===== src/rtl/ebuf_pkg.sv =====
package ebuf_pkg;
  timeunit 1ns;
  timeprecision 1ps;

  typedef enum logic {
    RD_UP   = 1'b0,
    RD_DOWN = 1'b1
  } rd_dir_e;

  localparam int N_ALARM   = 3;
  localparam int AL_HALF   = 0;
  localparam int AL_3Q     = 1;
  localparam int AL_FULL   = 2;
endpackage


===== src/rtl/ebuf_cfg.sv =====
module ebuf_cfg
  import ebuf_pkg::*;
#(
  parameter int MAX_EVENTS   = 4000,
  parameter int STEP_EVENTS  = 1000,
  parameter int USER_KB_STEP = 8,
  parameter int CW           = 12,
  parameter int KB_W         = 5
) (
  input  logic               clk,
  input  logic               rst_n,
  input  logic               ctl_we,
  input  logic [1:0]         ctl_size,
  input  logic               ctl_dir,
  input  logic               ien_we,
  input  logic [N_ALARM-1:0] ien_wdata,
  output rd_dir_e            dir_q,
  output logic [N_ALARM-1:0] ien_q,
  output logic               buf_clr,
  output logic [CW-1:0]      cap,
  output logic [KB_W-1:0]    user_kb
);
  timeunit 1ns;
  timeprecision 1ps;

  logic [1:0]         size_q, size_d;
  rd_dir_e            dir_d;
  logic [N_ALARM-1:0] ien_d;

  always_comb begin
    size_d  = size_q;
    dir_d   = dir_q;
    ien_d   = ien_q;
    buf_clr = 1'b0;
    if (ctl_we) begin
      size_d  = ctl_size;
      dir_d   = rd_dir_e'(ctl_dir);
      buf_clr = (ctl_size != size_q);
    end
    if (ien_we) ien_d = ien_wdata;
  end

  always_ff @(posedge clk or negedge rst_n) begin
    if (!rst_n) begin
      size_q <= 2'b00;
      dir_q  <= RD_UP;
      ien_q  <= '0;
    end else begin
      size_q <= size_d;
      dir_q  <= dir_d;
      ien_q  <= ien_d;
    end
  end

  always_comb begin
    cap     = CW'(MAX_EVENTS - int'(size_q) * STEP_EVENTS);
    user_kb = KB_W'(int'(size_q) * USER_KB_STEP);
  end

  p_cap_code_r2: assert property (@(posedge clk) disable iff (!rst_n)
    (ctl_we && ctl_size == 2'b11) |=> (cap == CW'(MAX_EVENTS - 3 * STEP_EVENTS)));
endmodule


===== src/rtl/ebuf_ptrs.sv =====
module ebuf_ptrs
  import ebuf_pkg::*;
#(
  parameter int CW = 12
) (
  input  logic          clk,
  input  logic          rst_n,
  input  logic          buf_clr,
  input  logic          push,
  input  logic          pop,
  input  rd_dir_e       dir,
  input  logic [CW-1:0] cap,
  output logic [CW-1:0] wr_q,
  output logic [CW-1:0] rd_q,
  output logic [CW-1:0] fill_q,
  output logic [CW-1:0] fill_d,
  output logic          err_q
);
  timeunit 1ns;
  timeprecision 1ps;

  logic [CW-1:0] wr_d, rd_d, last;
  logic          err_d, push_ok, pop_ok, wrap;

  always_comb begin
    last    = cap - CW'(1);
    push_ok = push && !buf_clr && (fill_q != cap);
    pop_ok  = pop && !buf_clr && (fill_q != '0);
    wrap    = (dir == RD_UP) ? (rd_q == last) : (rd_q == '0);
    wr_d    = wr_q;
    rd_d    = rd_q;
    err_d   = err_q;
    fill_d  = fill_q;
    if (buf_clr) begin
      wr_d   = '0;
      rd_d   = '0;
      err_d  = 1'b0;
      fill_d = '0;
    end else begin
      if (push_ok) wr_d = (wr_q == last) ? '0 : wr_q + CW'(1);
      if (pop_ok) begin
        err_d = wrap;
        if (dir == RD_UP) rd_d = wrap ? '0 : rd_q + CW'(1);
        else              rd_d = wrap ? last : rd_q - CW'(1);
      end
      case ({push_ok, pop_ok})
        2'b10:   fill_d = fill_q + CW'(1);
        2'b01:   fill_d = fill_q - CW'(1);
        default: fill_d = fill_q;
      endcase
    end
  end

  always_ff @(posedge clk or negedge rst_n) begin
    if (!rst_n) begin
      wr_q   <= '0;
      rd_q   <= '0;
      err_q  <= 1'b0;
      fill_q <= '0;
    end else begin
      wr_q   <= wr_d;
      rd_q   <= rd_d;
      err_q  <= err_d;
      fill_q <= fill_d;
    end
  end

  p_fill_bound_r5: assert property (@(posedge clk) disable iff (!rst_n)
    fill_q <= cap);
  p_full_drop_r5: assert property (@(posedge clk) disable iff (!rst_n)
    (push && !pop && !buf_clr && fill_q == cap) |=> $stable(fill_q));
  p_clear_r3: assert property (@(posedge clk) disable iff (!rst_n)
    buf_clr |=> (fill_q == '0 && wr_q == '0 && rd_q == '0 && !err_q));
  p_wr_range_r4: assert property (@(posedge clk) disable iff (!rst_n)
    wr_q < cap);
  p_down_wrap_err_r7: assert property (@(posedge clk) disable iff (!rst_n)
    (pop && !buf_clr && fill_q != '0 && dir == RD_DOWN && rd_q == '0) |=> (err_q && rd_q == $past(last)));
endmodule


===== src/rtl/ebuf_alarm.sv =====
module ebuf_alarm
  import ebuf_pkg::*;
#(
  parameter int CW = 12
) (
  input  logic               clk,
  input  logic               rst_n,
  input  logic               buf_clr,
  input  logic [CW-1:0]      cap,
  input  logic [CW-1:0]      fill_q,
  input  logic [CW-1:0]      fill_d,
  input  logic [N_ALARM-1:0] ien,
  input  logic [N_ALARM-1:0] iclr,
  output logic [N_ALARM-1:0] pend_q,
  output logic               irq_n
);
  timeunit 1ns;
  timeprecision 1ps;

  logic [CW+1:0]      cap3;
  logic [CW-1:0]      thr [N_ALARM];
  logic [N_ALARM-1:0] pend_d, enter;

  always_comb begin
    cap3          = ({2'b00, cap} << 1) + {2'b00, cap};
    thr[AL_HALF]  = cap >> 1;
    thr[AL_3Q]    = CW'(cap3 >> 2);
    thr[AL_FULL]  = cap;
  end

  for (genvar i = 0; i < N_ALARM; i++) begin : g_al
    always_comb begin
      enter[i]  = (fill_q < thr[i]) && (fill_d >= thr[i]);
      pend_d[i] = pend_q[i];
      if (buf_clr)                pend_d[i] = 1'b0;
      else if (ien[i] && enter[i]) pend_d[i] = 1'b1;
      else if (iclr[i])           pend_d[i] = 1'b0;
    end

    p_need_enable_r8: assert property (@(posedge clk) disable iff (!rst_n)
      $rose(pend_q[i]) |-> $past(ien[i]));
    p_ack_clears_r9: assert property (@(posedge clk) disable iff (!rst_n)
      (iclr[i] && !(ien[i] && enter[i])) |=> !pend_q[i]);
  end

  always_ff @(posedge clk or negedge rst_n) begin
    if (!rst_n) pend_q <= '0;
    else        pend_q <= pend_d;
  end

  assign irq_n = ~|pend_q;
endmodule


===== src/rtl/ebuf_mgr.sv =====
module ebuf_mgr
  import ebuf_pkg::*;
#(
  parameter int MAX_EVENTS   = 4000,
  parameter int STEP_EVENTS  = 1000,
  parameter int USER_KB_STEP = 8,
  localparam int CW          = $clog2(MAX_EVENTS + 1),
  localparam int KB_W        = $clog2(3 * USER_KB_STEP + 1)
) (
  input  logic               clk,
  input  logic               rst_n,
  input  logic               ctl_we,
  input  logic [1:0]         ctl_size,
  input  logic               ctl_dir,
  input  logic               ien_we,
  input  logic [2:0]         ien_wdata,
  input  logic [2:0]         irq_clr,
  input  logic               evt_push,
  input  logic               evt_pop,
  output logic [CW-1:0]      wr_addr,
  output logic [CW-1:0]      rd_addr,
  output logic [CW-1:0]      fill,
  output logic [CW-1:0]      capacity,
  output logic [KB_W-1:0]    user_kb,
  output logic               rd_err,
  output logic [2:0]         irq_pend,
  output logic               irq_n
);
  timeunit 1ns;
  timeprecision 1ps;

  logic [1:0]         rst_sync;
  logic               core_rst_n, buf_clr;
  rd_dir_e            dir_q;
  logic [N_ALARM-1:0] ien_q;
  logic [CW-1:0]      fill_d;

  always_ff @(posedge clk or negedge rst_n) begin
    if (!rst_n) rst_sync <= 2'b00;
    else        rst_sync <= {rst_sync[0], 1'b1};
  end
  assign core_rst_n = rst_sync[1];

  ebuf_cfg #(
    .MAX_EVENTS(MAX_EVENTS), .STEP_EVENTS(STEP_EVENTS),
    .USER_KB_STEP(USER_KB_STEP), .CW(CW), .KB_W(KB_W)
  ) u_cfg (
    .clk(clk), .rst_n(core_rst_n), .ctl_we(ctl_we), .ctl_size(ctl_size),
    .ctl_dir(ctl_dir), .ien_we(ien_we), .ien_wdata(ien_wdata),
    .dir_q(dir_q), .ien_q(ien_q), .buf_clr(buf_clr), .cap(capacity),
    .user_kb(user_kb)
  );

  ebuf_ptrs #(.CW(CW)) u_ptrs (
    .clk(clk), .rst_n(core_rst_n), .buf_clr(buf_clr), .push(evt_push),
    .pop(evt_pop), .dir(dir_q), .cap(capacity), .wr_q(wr_addr),
    .rd_q(rd_addr), .fill_q(fill), .fill_d(fill_d), .err_q(rd_err)
  );

  ebuf_alarm #(.CW(CW)) u_alarm (
    .clk(clk), .rst_n(core_rst_n), .buf_clr(buf_clr), .cap(capacity),
    .fill_q(fill), .fill_d(fill_d), .ien(ien_q), .iclr(irq_clr),
    .pend_q(irq_pend), .irq_n(irq_n)
  );
endmodule


===== config.mk =====
export PLATFORM = sky130hd
export DESIGN_NAME = ebuf_mgr
export DESIGN_NICKNAME = d
export VERILOG_FILES = /design/src/rtl/ebuf_pkg.sv /design/src/rtl/ebuf_cfg.sv /design/src/rtl/ebuf_ptrs.sv /design/src/rtl/ebuf_alarm.sv /design/src/rtl/ebuf_mgr.sv
export SDC_FILE = /design/constraint.sdc
export NUM_CORES = 1
export LEC_CHECK = 0
export CAP_MARGIN = 5
export CORE_ASPECT_RATIO = 0.6
export CORE_MARGIN = 2
export CORE_UTILIZATION = 26
export CTS_BUF_LIST = sky130_fd_sc_hd__clkbuf_16
export DETAILED_ROUTE_END_ITERATION = 16
export PLACE_DENSITY_LB_ADDON = 0.25
export SETUP_SLACK_MARGIN = 0.4
export SLEW_MARGIN = 40
export SYNTH_ARGS = -nofsm -noshare
export SYNTH_HDL_FRONTEND = slang
export SYNTH_HIERARCHICAL = 1
export SYNTH_SLANG_ARGS = --single-unit

===== constraint.sdc =====
create_clock -name clk -period 2.1 [get_ports clk]
set_clock_uncertainty 0.1 [all_clocks]
set_input_delay 0.63 -clock clk [delete_from_list [all_inputs] [get_ports clk]]
set_output_delay 0.63 -clock clk [all_outputs]
set_load 0.01 [all_outputs]

# == Yosys cells after proc, flatten, opt, wreduce, memory -nomap -nowiden ==
# Cells that the tools add are included.
# W data, S select, Z words.
# word_totals
in_bits,15
wordCells,75
output_inout_bits,58
regBits,48
# classes
order_cmp,6
n_eq_ne,6
n_reduce_logical,20
multipliers,1
muxes,23
addsub,8
# op_table
operator,n
$mux W12,9
$add A12 B1 Y12 const B,3
$sub A12 B1 Y12 const B,3
$eq A12 B12 Y1,2
$ge A12 B12 Y1,2
$lt A12 B12 Y1,2
$pmux W12 S2,1
$add A13 B12 Y14,1
$mux W1,13
$ge A12 B11 Y1,1
$logic_not A12 Y1,1
$lt A12 B11 Y1,1
$ne A12 B12 Y1,1
$reduce_bool A12 Y1,1
$sub A8 B12 Y12 const A,1
$logic_and A1 B1 Y1,10
$mul A2 B7 Y9 const B,1
$reduce_bool A3 Y1,3
$reduce_bool A2 Y1,2
$reduce_or A3 Y1,1
$eq A2 B1 Y1 const B,1
$eq A2 B2 Y1 const B,1
$logic_not A1 Y1,2
$ne A2 B2 Y1,1

# == Longest topological paths before layout ==
# logic_depth
ltp_word,13
mapped_depth,28
ltp_nobuf,25

# == By module ==
# Netlist, hierarchy kept.
# by_module_without_submodules
mod,instances,seq_area_each_um2,cells_per_inst,area_each_um2
ebuf_ptrs,1,925.9,458,3721.1
ebuf_alarm,1,75.1,247,2014.4
ebuf_cfg,1,150.1,40,426.7
ebuf_mgr,1,50.0,3,53.8

# == Worst setup path before layout ==
# Ideal clock, no wire load.
# synth_path
path_type,reg-to-reg
startpoint,reg u_cfg.size_q[0]
endpoint,reg u_alarm.pend_q[1]
period_less_slack_ps,6460
stages_incl_launch_ff,28
setup_time_ps,121
setup_slack_ps,-4360
path_buffers,2
t_required_ps,1879
arrival_time_ps,6239
path_cell_list,dfrtp_1 -> inv_1 -> ha_1 -> xnor2_1 -> xnor2_1 -> nand4_1 -> o31a_1 -> buf_2 -> inv_2 -> nand2_2 -> buf_1 -> xnor2_1 -> ha_1 -> a21oi_1 -> nor2_1 -> mux2_2 -> o32ai_2 -> mux2i_1 -> or4_1 -> a21oi_1 -> ha_1 -> a21o_1 -> a21oi_1 -> o31a_1 -> o21ai_0 -> maj3_1 -> a21oi_1 -> o21ai_1
# synth_between
elab_cells_between_ends,22
cone_classes,add/sub (2); mul (1); order compare (2); eq/ne (4); mux (5); reduce/logical (8)
# synth_lines
element,line_no,rtl
"start, declared",ebuf_cfg.sv:26,"logic [1:0] size_q, size_d;"
"start signal, assigned",ebuf_cfg.sv:49,size_q <= size_d;
$mul A2 B7 Y9 *,ebuf_cfg.sv:56,cap = CW'(MAX_EVENTS - int'(size_q) * STEP_EVENTS);
$sub A8 B12 Y12 *,ebuf_cfg.sv:56,
named net capacity[11],ebuf_mgr.sv:23,"output logic [CW-1:0] capacity,"
$ne A12 B12 Y1 *,ebuf_ptrs.sv:27,push_ok = push && !buf_clr && (fill_q != cap);
$logic_and A1 B1 Y1 *,ebuf_ptrs.sv:27,
$eq A2 B1 Y1 / $eq A2 B2 Y1 (equally long branches),ebuf_ptrs.sv:46,"case ({push_ok, pop_ok})"
$pmux W12 S2 *,ebuf_ptrs.sv:46,
$mux W12 *,ebuf_ptrs.sv:34,if (buf_clr) begin
named net fill_d[6],ebuf_mgr.sv:36,logic [CW-1:0] fill_d;
$ge A12 B12 Y1 *,ebuf_alarm.sv:33,enter[i] = (fill_q < thr[i]) && (fill_d >= thr[i]);
$logic_and A1 B1 Y1 *,ebuf_alarm.sv:33,
$logic_and A1 B1 Y1 *,ebuf_alarm.sv:36,else if (ien[i] && enter[i]) pend_d[i] = 1'b1;
$mux W1,ebuf_alarm.sv:36,
$mux W1,ebuf_alarm.sv:35,if (buf_clr) pend_d[i] = 1'b0;
"end signal, assigned",ebuf_alarm.sv:48,else pend_q <= pend_d;
"end, declared",ebuf_alarm.sv:14,"output logic [N_ALARM-1:0] pend_q,"
# The timed path passes the listed nets; every way through them passes the cells marked *.
# A chain may end at the register's enable or synchronous reset.

# == Worst setup path after layout ==
# layout_path
startpoint,reg u_cfg.size_q[1]
endpoint,reg u_alarm.pend_q[1]
# layout_between
elab_chain_cells,13
elab_cells_between_ends,22
cone_classes,add/sub (2); mul (1); order compare (2); eq/ne (4); mux (5); reduce/logical (8)
# layout_rtl
element,line_no
"parallel branches: the longest is 7 deep, another holds $sub A8 B12 Y12",--
$mux W12 *,ebuf_ptrs.sv:34
named net fill_d[6],ebuf_mgr.sv:36
$ge A12 B12 Y1 *,ebuf_alarm.sv:33
$logic_and A1 B1 Y1 *,ebuf_alarm.sv:33
$logic_and A1 B1 Y1 *,ebuf_alarm.sv:36
$mux W1,ebuf_alarm.sv:36
$mux W1,ebuf_alarm.sv:35
# Mark *: on every way through the listed nets, which the timed path passes.

==> metrics.txt <==
share of cells above drive strength 1=38.41%; Slew @ Worst Pin=~0.73 ns; Wirelength per Cell=between 15 and 20 µm; antenna violations before repair=0; Critical-path top delay cell=dfrtp_2; Peak supply drop=about 0.00043 V; crit-path max cell delay=~0.46 ns; Synth Area in Adders=between 10% and 20%; cell repeated most along the worst path=a21oi_2; Critical Path End Type=flop; Port Buffer Count=66; core footprint=roughly 23000 µm²; register bit total from synthesis=48; Die Width=between 200 and 250 µm; setup ws final=-3.104 ns; multiplexer share of the synthesized area=approximately 3.2%; DP Wirelength=approximately 18000 µm; Synth-to-Final Area Change=54.99%; clock buffer depth=2; Num CTS Buffers=5; DRC=0; type of the worst min-delay path=flop to async pin; Post-Synth XOR/XNOR Area=around 14%; CP required=roughly 2.2 ns; critical path class=flop to flop; asr flop ratio synth=100.0%; # fillers=about 2300; failing checks=negative setup slack; PwrDens=approximately 1100 nW/µm²; Final Max Tran Viols=0; max-cap violations=0; DR iter-0 viols=410; Ports=73; Clk Latency, worst-skew pair=between 0.3 and 0.4 ns; static leakage=roughly 4.6 nW; Final Hold Fails=0; grt total ovfl=0; Mapped Area=6216 µm²; status=finished with violations; row count=43; post-route insts no fill=roughly 1300; final instance area=a little under 10000 µm²; n_diodes=0; WL met3=approximately 1400 µm; Fmax=0.1921 GHz; via count=6480; Slew HR=51.09%; Power Total=around 11 mW; RSZ-0062 raised after global routing=true; drt total wl=around 23000 µm; startpoint types=flop; largest family of logic cells by synthesized area=simple AND/OR/NAND/NOR gates; Initial Util=26.68%; Yosys top cell by area=dfrtp_1; Die Y-Extent=around 120 µm; nets=around 1100; Final ANT Viol Nets=0; GP Congestion=~0.88; Tcrit/Tclk final=247.8%; syn_area_per_cell=slightly above 8 µm²; vias in the first global route=~6100; Synthesis Warnings=6; top routing layer in use=met4; first-pass GRT wire length=roughly 36000 µm; sequential share of the synthesized area=slightly below 20%; Main synth FF type=dfrtp_1; largest net degree at the start of global routing=29; post-synth top area share=~19%; M1 wire length=roughly 13000 µm; complex-gate fraction of the synthesized area=a little under 20%; Cells after Synth=between 700 and 800; placed cells=around 1300; clk sinks=48; CTS H-Tree Depth=2; Die ar.=between 20000 and 30000 µm²; peak fanout along the critical path=6; Global Route Usage Sum=18.66%; CTS tree=done; arrival time worst endpoint=5.30 ns; CTS Root Cell=clkbuf_16; EDFF count, synth=0; Synth Area in Simple Gates=between 10% and 20%; cts hold-fix bufs=0; Reg area=~1200 µm²; crit path time final=roughly 5.2 ns; clk slew on worst S/H paths=roughly 0.080 ns; Vias per Instance=between 4 and 5; final setup fails=50; Yosys cell types=just over 80; first-pass iteration count of the detailed router=5; multi-input combinational cell area=5120 µm²; DR WL met2=a little under 9000 µm; DP Area=around 8600 µm²; ranking of synthesized cells by area=dfrtp_1, ha_1, xnor2_1
registers in the layout, indices dropped and copies added, names as in the netlist:
signal,cells
u_ptrs/fill_q,12
u_ptrs/rd_q,12
u_ptrs/wr_q,12
u_alarm/pend_q,3
u_cfg/ien_q,3
rst_sync,2
u_cfg/size_q,2
u_cfg/dir_q,1
u_ptrs/err_q,1
repair_timing:
item | in CTS | in global routing
gates resized for setup | 174 | 159
endpoints found under the setup margin | 92 | 92
pin swaps | 16 | 14
buffers inserted | 7 | 23
layout by cell type, fill, tap and decap left out, types with 8 or more instances in the layout:
cell,instances
buf_4,152
ha_1,81
buf_6,65
nand2_1,63
nor2_1,54
a21oi_1,41
xnor2_1,40
o21ai_0,39
inv_1,35
dfrtp_1,24
dfrtp_2,24
xor2_1,17
a21o_1,17
nor3_1,17
clkdlybuf4s50_1,16
buf_12,12
nand3_1,12
nor2b_1,10
nand4_1,10
xnor3_1,10
a21oi_2,9
nand2b_1,9
and3_1,9
buf_8,8
o21ai_1,8
a221o_1,8
mux2_4,8
worst max-delay path: cells and delay by family (launching register included):
| kind | cells | cell delay [ns] |
|---|---|---|
| AO/OA/AOI/OAI | 10 | 1.74 |
| adder cells (fa/ha/maj) | 4 | 0.92 |
| XOR/XNOR | 2 | 0.26 |
| AND/OR/NAND/NOR | 5 | 0.98 |
| flip-flops | 1 | 0.46 |
| multiplexers | 2 | 0.43 |
| buffers and inverters | 2 | 0.19 |
final cells by class:
type | instances | share of cell area (%)
Multi-Input combinational cell | 622 | 53.14
Inverter | 40 | 1.714
Timing Repair Buffer | 274 | 26.53
Tap cell | 315 | 4.091
Clock inverter | 3 | 0.4416
Clock buffer | 5 | 1.299
Sequential cell | 48 | 12.78
layer usage:
metal  vias up  GRT usage, %
li1       3183             -
met1      3107         30.61
met2       181         25.06
met3         9         3.114
met4         0         2.372
met5         -             0
cell families (layout without fill, tap and decap cells):
| group | after synthesis | in the layout |
|---|---|---|
| adders and majority gates | 91 | 91 |
| muxes | 18 | 18 |
| other | 2 | 7 |
| AOI/OAI and AO/OA | 183 | 183 |
| buffers and inverters | 83 | 322 |
| xor gates and xnor gates | 79 | 79 |
| DFF | 48 | 48 |
| and+or+nand+nor | 244 | 244 |
metrics by stage:
stage                     utilization, %  hold WS, ns  setup TNS (ns)  worst slack (ns)
after floorplan                        -       0.2312          -56.90            -3.181
after global placement             37.05       0.2345          -67.74            -3.230
after detailed placement           37.05       0.2456          -69.37            -3.257
after CTS                          39.43       0.2504          -64.52            -3.058
after global routing               41.36       0.2707          -70.38            -3.304
final                              41.36       0.2249          -64.22            -3.104
Yosys cell counts (9+ instances only):
library cell	instances
ha_1	88
buf_4	9
dfrtp_1	48
and3_1	9
clkbuf_1	25
nor2b_1	10
xor2_1	18
nand2b_1	10
a21o_1	17
o21ai_0	47
a21oi_1	51
nand3_1	13
nand4_1	10
mux2_2	10
nor3_1	22
xnor3_1	10
nor2_1	57
inv_1	38
xnor2_1	49
nand2_1	64
final timing paths:
check / from / to / slack [ns] / cells past startpoint
min reg2reg: rst_sync[1]$_DFF_PN0_ / u_ptrs/wr_q[1]$_DFFE_PN0P_ / 0.22 / 0
max reg2reg: u_cfg/size_q[1]$_DFFE_PN0P_ / u_alarm/pend_q[1]$_DFFE_PN0P_ / -3.10 / 25
max: u_cfg/size_q[1]$_DFFE_PN0P_ / u_alarm/pend_q[1]$_DFFE_PN0P_ / -3.10 / 25
max in group asynchronous: rst_sync[1]$_DFF_PN0_ / u_ptrs/fill_q[3]$_DFF_PN0_ / 0.99 / 1
min: rst_sync[1]$_DFF_PN0_ / u_ptrs/wr_q[1]$_DFFE_PN0P_ / 0.22 / 0
min in group clk: rst_sync[0]$_DFF_PN0_ / rst_sync[1]$_DFF_PN0_ / 0.26 / 0
report_power, final:
group          total, mW  internal, mW  switching (mW)  leakage, nW
logic               8.55          4.47            4.08         3.91
clock network       1.00         0.563           0.442       0.0798
registers           1.43          1.15           0.274        0.601
total               11.0          6.19            4.79         4.59
(Power assumes the default switching activity.)
